### src/rtl/bcd_rtc.sv
module bcd_rtc #(
  parameter int unsigned TICKS_PER_SEC = 32768
) (
  input  logic       clk,
  input  logic       rst_n,
  input  logic [6:0] wr_stb,
  input  logic [7:0] wr_data,
  input  logic       sqw_en,
  output logic [7:0] sec_q,
  output logic [7:0] min_q,
  output logic [7:0] hour_q,
  output logic [7:0] day_q,
  output logic [7:0] date_q,
  output logic [7:0] mon_q,
  output logic [7:0] year_q,
  output logic       sqw_out
);
  localparam int CW = (TICKS_PER_SEC > 2) ? $clog2(TICKS_PER_SEC) : 1;
  localparam logic [CW-1:0] LAST = CW'(TICKS_PER_SEC - 1);
  localparam logic [CW-1:0] HALF = CW'(TICKS_PER_SEC / 2);

  function automatic logic [7:0] bcd_inc(input logic [7:0] v);
    if (v[3:0] >= 4'd9) return {v[7:4] + 4'd1, 4'd0};
    else                return v + 8'd1;
  endfunction

  logic [CW-1:0] cnt;
  logic halt, tick;
  assign halt = sec_q[7];
  assign tick = !halt && (cnt == LAST) && !wr_stb[0];
  assign sqw_out = sqw_en && (cnt >= HALF);

  always_ff @(posedge clk) begin
    if (!rst_n)         cnt <= '0;
    else if (wr_stb[0]) cnt <= '0;
    else if (tick)      cnt <= '0;
    else if (!halt)     cnt <= cnt + 1'b1;
  end

  logic sec_wrap, min_wrap, hour_day, date_wrap, mon_wrap, year_wrap, leap;
  logic [7:0] sec_nx, min_nx, hour_nx, day_nx, date_nx, mon_nx, year_nx;
  logic [7:0] last_date, ybin;

  assign sec_wrap = sec_q[6:0] >= 7'h59;
  assign sec_nx   = sec_wrap ? {sec_q[7], 7'h00} : bcd_inc(sec_q);
  assign min_wrap = min_q >= 8'h59;
  assign min_nx   = min_wrap ? 8'h00 : bcd_inc(min_q);

  always_comb begin
    hour_day = 1'b0;
    hour_nx  = bcd_inc(hour_q);
    if (hour_q[6]) begin
      if (hour_q[4:0] == 5'h11) begin
        hour_nx  = {2'b01, ~hour_q[5], 5'h12};
        hour_day = hour_q[5];
      end else if (hour_q[4:0] >= 5'h12) begin
        hour_nx = {2'b01, hour_q[5], 5'h01};
      end
    end else if (hour_q[5:0] >= 6'h23) begin
      hour_nx  = 8'h00;
      hour_day = 1'b1;
    end
  end

  assign day_nx = (day_q == 8'h00 || day_q >= 8'h07) ? 8'h01 : day_q + 8'd1;

  assign ybin = {4'b0, year_q[7:4]} * 8'd10 + {4'b0, year_q[3:0]};
  assign leap = (ybin[1:0] == 2'b00);

  always_comb begin
    case (mon_q)
      8'h02:                      last_date = leap ? 8'h29 : 8'h28;
      8'h04, 8'h06, 8'h09, 8'h11: last_date = 8'h30;
      default:                    last_date = 8'h31;
    endcase
  end

  assign date_wrap = date_q >= last_date;
  assign date_nx   = date_wrap ? 8'h01 : bcd_inc(date_q);
  assign mon_wrap  = mon_q >= 8'h12;
  assign mon_nx    = mon_wrap ? 8'h01 : bcd_inc(mon_q);
  assign year_wrap = year_q >= 8'h99;
  assign year_nx   = year_wrap ? 8'h00 : bcd_inc(year_q);

  logic c_min, c_hour, c_day, c_mon, c_year;
  assign c_min  = tick && sec_wrap;
  assign c_hour = c_min && min_wrap;
  assign c_day  = c_hour && hour_day;
  assign c_mon  = c_day && date_wrap;
  assign c_year = c_mon && mon_wrap;

  always_ff @(posedge clk) begin
    if (!rst_n) begin
      sec_q  <= 8'h00;
      min_q  <= 8'h00;
      hour_q <= 8'h00;
      day_q  <= 8'h01;
      date_q <= 8'h01;
      mon_q  <= 8'h01;
      year_q <= 8'h00;
    end else begin
      if (wr_stb[0])   sec_q  <= wr_data;
      else if (tick)   sec_q  <= sec_nx;
      if (wr_stb[1])   min_q  <= wr_data & 8'h7F;
      else if (c_min)  min_q  <= min_nx;
      if (wr_stb[2])   hour_q <= wr_data & 8'h7F;
      else if (c_hour) hour_q <= hour_nx;
      if (wr_stb[3])   day_q  <= wr_data & 8'h07;
      else if (c_day)  day_q  <= day_nx;
      if (wr_stb[4])   date_q <= wr_data & 8'h3F;
      else if (c_day)  date_q <= date_nx;
      if (wr_stb[5])   mon_q  <= wr_data & 8'h1F;
      else if (c_mon)  mon_q  <= mon_nx;
      if (wr_stb[6])   year_q <= wr_data;
      else if (c_year) year_q <= year_nx;
    end
  end

  p_halt_freeze_r3: assert property (@(posedge clk) disable iff (!rst_n)
    (halt && wr_stb == 7'd0) |=> $stable({sec_q, min_q, hour_q, day_q, date_q, mon_q, year_q}));

  p_sec_write_phase_r9: assert property (@(posedge clk) disable iff (!rst_n)
    wr_stb[0] |=> !sqw_out);

  p_sec_range_r2: assert property (@(posedge clk) disable iff (!rst_n)
    (sec_q[6:0] <= 7'h59 && sec_q[3:0] <= 4'd9 && !wr_stb[0]) |=> (sec_q[6:0] <= 7'h59));

  p_min_hold_r2: assert property (@(posedge clk) disable iff (!rst_n)
    (!wr_stb[1] && !c_min) |=> $stable(min_q));

  p_day_range_r6: assert property (@(posedge clk) disable iff (!rst_n)
    (day_q >= 8'h01 && day_q <= 8'h07 && !wr_stb[3]) |=> (day_q >= 8'h01 && day_q <= 8'h07));

  p_mode_kept_r5: assert property (@(posedge clk) disable iff (!rst_n)
    !wr_stb[2] |=> (hour_q[6] == $past(hour_q[6])));
endmodule

### config.mk
export PLATFORM = sky130hd
export DESIGN_NAME = bcd_rtc
export DESIGN_NICKNAME = d
export VERILOG_FILES = /design/src/rtl/bcd_rtc.sv
export SDC_FILE = /design/constraint.sdc
export NUM_CORES = 1
export LEC_CHECK = 0
export BUFFER_PORTS_ARGS = -buffer_cell sky130_fd_sc_hd__buf_2
export CAP_MARGIN = 40
export CORE_ASPECT_RATIO = 1.5
export CORE_MARGIN = 2
export CORE_UTILIZATION = 40
export DETAILED_ROUTE_END_ITERATION = 10
export SYNTH_ARGS = -nofsm -noshare
export SYNTH_HDL_FRONTEND = slang
export SYNTH_SLANG_ARGS = --single-unit
### constraint.sdc
create_clock -name clk -period 7.2 [get_ports clk]
set_input_delay 0.36 -clock clk [delete_from_list [all_inputs] [get_ports clk]]
set_output_delay 0.36 -clock clk [all_outputs]
set_load 0.05 [all_outputs]
[Word level (Yosys, flattened, before mapping)]
Index checks and enable logic that the tools add are counted.
Cells by class
  $add $sub $neg: 15
  $mul: 1
  order comparisons: 15
  equality and inequality tests: 9
  mux-type cells: 35
  bitwise gates (word level): 2
  reductions and logical operators: 29
Operators with widths (count)
  $mux W8: 20
  $add A8 B1 Y8 const B: 7
  $mux W7: 4
  $add A4 B1 Y4 const B: 6
  $ge A4 B4 Y1 const B: 6
  $eq A8 B3 Y1 const B: 2
  $add A15 B1 Y15 const B: 1
  $eq A15 B15 Y1 const B: 1
  $ge A15 B15 Y1 const B: 1
  $reduce_bool A2 Y1: 7
  $mux W6: 2
  $mux W5: 2
  $pmux W5 S2: 1
  $reduce_or A2 Y1: 5
  $eq A8 B2 Y1 const B: 1
  $eq A8 B4 Y1 const B: 1
  $eq A8 B5 Y1 const B: 1
  $ge A8 B3 Y1 const B: 1
  $ge A8 B5 Y1 const B: 1
  $ge A8 B6 Y1: 1
  $ge A8 B7 Y1 const B: 1
  $ge A8 B8 Y1 const B: 1
  $logic_and A1 B1 Y1: 8
  $logic_not A8 Y1: 1
  other kinds (17): 24
Word-level totals
  register bits: 71
  input port bits: 18

[Logic depth before layout (Yosys ltp)]
  word-level depth: 10
  mapped depth: 13

[Least setup slack after synthesis]
Ideal clock, no wire load.
  kind: flip-flop to flip-flop
  start point: register mon_q[4]
  end point: register year_q[0]
  data arrival time: 3.092 ns
  data required time: 7.138 ns
  slack: 4.046 ns
  cell stages (with the launch flop): 13
  buffers on the path: 0
  clock period less this slack: 3.154 ns
  cell sequence: dfxtp_1 -> inv_1 -> ha_1 -> mux2_2 -> nand2_1 -> o21ai_0 -> a21oi_1 -> ha_1 -> a21o_1 -> a211oi_1 -> a2111oi_4 -> a2111o_1 -> nand3_1
Between the ends
  cells in the longest elaborated chain, start to end: 7
RTL lines
  start, declared: RTL line 14  | output logic [7:0] mon_q,
  start signal, assigned: RTL line 112  | if (wr_stb[5]) mon_q <= wr_data & 8'h1F;
  start signal, assigned: RTL line 113  | else if (c_mon) mon_q <= mon_nx;
  $eq A8 B3 Y1, or another cell as far along: RTL line 71  | case (mon_q)
  $reduce_or A4 Y1: RTL line 71
  $pmux W5 S2: RTL line 71
  $ge A8 B6 Y1: RTL line 78  | assign date_wrap = date_q >= last_date;
  $logic_and A1 B1 Y1: RTL line 89  | assign c_mon = c_day && date_wrap;
  $logic_and A1 B1 Y1 *: RTL line 90  | assign c_year = c_mon && mon_wrap;
  $reduce_bool A2 Y1 (no line) *
  end signal, assigned: RTL line 114  | if (wr_stb[6]) year_q <= wr_data;
  end signal, assigned: RTL line 115  | else if (c_year) year_q <= year_nx;
  end, declared: RTL line 15  | output logic [7:0] year_q,
Mark *: on every way between the ends. The rest lies on a longest branch, timed or not.
A chain may end at the register's enable or synchronous reset.

[Worst setup path in the final report]
  start point: register mon_q[4]
  end point: register mon_q[7]
Between the ends
  cells in the longest elaborated chain, start to end: 5
RTL lines (RTL line)
  $eq A8 B3 Y1, or another cell as far along: 71
  $reduce_or A4 Y1: 71
  $pmux W5 S2: 71
  $ge A8 B6 Y1: 78
  $logic_and A1 B1 Y1: 89
Several ways; a longest one is shown, not always the timed one.

==> flow_summary.yaml <==
outcome:
  status: "completed"
die:
  coreArea_mm2: 0.0123
  die_h_um: 141
  fp-row-count: 50
  dieArea_mm2: 0.0134
  ios: 75
  dieWidth_um: 95.3
  initial_core_util_pct: 40.6
yosys:
  synth_seq_area_share_pct: 28.4
  synthFlopType: "dfxtp_1"
  synth_cells: 606
  async_reset_ff_share_pct: 0
  syn_area_mm2: 0.00500
  ys_ff_latch: 71
  synth_nets: 663
  synth_area_per_cell_um2: 8.25
  yosysUniqueCellTypes: 92
  ys_warn_count: 0
  synth_edf_count: 0
critical_path:
  reg2reg_depth: 12
  cp_max_fo: 7
  critical_path_class: "register to register"
  startpoint: "mon_q[4]"
  critPathArrivalTime_ns: 3.47
  rr_startpoint: "mon_q[4]"
  end_kind: "register"
  cp-start-kind: "register"
  crit_required_ns: 7.43
timing:
  max_freq_ghz: 0.309
  whs_ns: 0.331
  setup_viol: 0
  slew_headroom_pct: 50.7
  worstMarginPinSlew_ns: 0.733
  rsz0062_at_grt: "no"
  skew_ns: 0.00894
  fin_crit_sh_pct: 45.0
  slew_viol_final: 0
  fin_setup_tns_ns: 0
  finalCriticalPeriod_ns: 3.24
  finalHoldViolCount: 0
detailed_routing:
  post_drt_via_cell_ratio: 6.12
  post_drt_wl_per_cell_um: 18.8
  route.detailed.drc: 0
  firstDrtPassIters: 5
  vias: 5070
  final_antenna_net_count: 0
  routed_wirelength_mm: 15.6
  drtIter0Drc: 319
power:
  leakage_nw: 2.33
  p_total_mw: 1.13
  power.internal_mw: 0.788
  switching_share_pct: 30.3
  switching_power_mw: 0.342
  clkPwrFrac_pct: 44.0
  pwr-share-comb_pct: 17.2
  power.density_mw_per_mm2: 195
  power.share.sequential_pct: 38.8
  ir_drop_uv: 143
layout:
  fin_cells: 829
  areaGrowthSynthToFinish_pct: 15.7
  fillers: 1214
  multi_input_area_mm2: 0.00330
  final_common_cell: "buf_2"
  drive_above_1_share_pct: 17.7
  n_antenna_cell: 0
  final_util_pct: 47.0
  seq_area_mm2: 0.00142
  fin_nets: 725
  final_cell_mix: "74 x buf_2, 71 x dfxtp_1, 52 x nand3_1"
global_routing:
  grt-ovfl-total: 0
  grt_pass1_wl_mm: 25.0
  grt_max_degree: 56
  grt_usage_pct: 23.6
  grt_pass1_vias: 4902
  antenna_found_initial: 0
cts:
  clock_sinks: 71
  cts_hold_buf: 0
  cts-buffers-inserted: 9
  clock-root-buffer: "clkbuf_16"
  clk_latency_ns: 0.34
  cts.clk_slew.worst_paths_ns: 0.06
  cts_tree: "yes"
  clock_path_buffers: 2
  ctsResizeCount: 0
  h-tree-depth: 3
  post-cts-setup-buffers: 0
worst_hold_path:
  min_path_cells: 3
  worstHoldPathType: "primary input to register"
  holdCritStartpoint: "wr_data[7]"
place:
  hpwl_mm: 11.5
  gp_congestion: 0.903
  numPortBuffers: 74
  dp.cells: 813
flow_run:
  drv_cap: 0
routing by layer:
metal	vias to the layer above	routed length (µm)	share of wire, %	track usage (%)
met5	-	0	0	0
met2	160	8080	52	41.1
li1	2408	-	-	-
met1	2472	6240	40	28.1
met4	0	515	3.3	10.2
met3	30	785	5.0	3.79
per-stage QoR:
step                      area, µm²  worst slack, ns
after floorplan                5000             4.05
after global placement         5450             4.19
after detailed placement       5460             3.97
after CTS                      5790             3.97
after global routing           5790             3.73
final                          5790             3.96
power groups by stage:
stage / Clock (mW) / Combinational (mW) / Sequential (mW)
detailed placement: 0 / 0.194 / 0.447
floorplan: 0 / 0.0961 / 0.490
global placement: 0 / 0.192 / 0.446
finish: 0.497 / 0.195 / 0.439
CTS: 0.502 / 0.194 / 0.438
global route: 0.521 / 0.212 / 0.442
synth_stat cells, drive strengths merged (6+ instances only):
master | count | share of area, %
a21oi | 31 | 3.3
o31ai | 13 | 2.2
buf | 12 | 1.6
nand4 | 19 | 2.8
and3 | 10 | 1.3
ha | 39 | 9.8
nor2b | 10 | 1.3
a31oi | 16 | 2.0
xor2 | 7 | 1.2
nand2 | 39 | 2.9
nor4 | 10 | 1.5
nor2 | 36 | 2.7
a41oi | 6 | 1.4
o211ai | 10 | 1.5
or3 | 6 | 0.75
o21ai | 31 | 3.1
inv | 38 | 2.9
and2 | 12 | 1.5
dfxtp | 71 | 28
mux2i | 8 | 1.6
nand3 | 53 | 5.4
nor3 | 17 | 1.8
and4 | 7 | 1.3
clkbuf | 15 | 1.1
path summary, 6_finish.rpt:
check	endpoint	slack, ns
worst min register to register	day_q[6]	0.49
worst max-delay path	mon_q[7]	3.96
worst min-delay path	sec_q[7]	0.33
worst max register to register	mon_q[7]	3.96
state kept, by name, indices dropped and copies added, names as in the netlist:
signal,count
mon_q,8
year_q,8
day_q,8
sec_q,8
min_q,8
date_q,8
hour_q,8
cnt,15
final cells by class:
type / instances / area share, %
clock inverter: 3 / 1.12
clock buffer: 13 / 4.50
multi-input combinational: 469 / 57.0
tap: 156 / 3.37
inverter: 39 / 2.53
sequential: 71 / 24.6
timing repair buffer: 78 / 6.92
worst max-delay path: stages, from the launching register on:
cell and delay, ns:
dfxtp_1 0.44, inv_1 0.08, ha_1 0.21, mux2_2 0.26, nand2_1 0.06, o21ai_0 0.11, a21oi_1 0.19, ha_1 0.27
a21o_1 0.20, a211o_1 0.38, o21ai_1 0.39, nor2_1 0.20, a221oi_1 0.34
kinds of logic (layout without fill, tap and decap cells):
kind of cell    Yosys count  count (layout)  share of synthesized area, %
compound gates          165             165                          25.0
xor+xnor                 12              12                          2.10
fa+ha+maj                39              39                          9.75
buf+inv                  66             133                          5.63
flops                    71              71                          28.4
mux                      10              10                          2.05
simple gates            243             243                          27.0
Power figures use the tool's default switching activity.
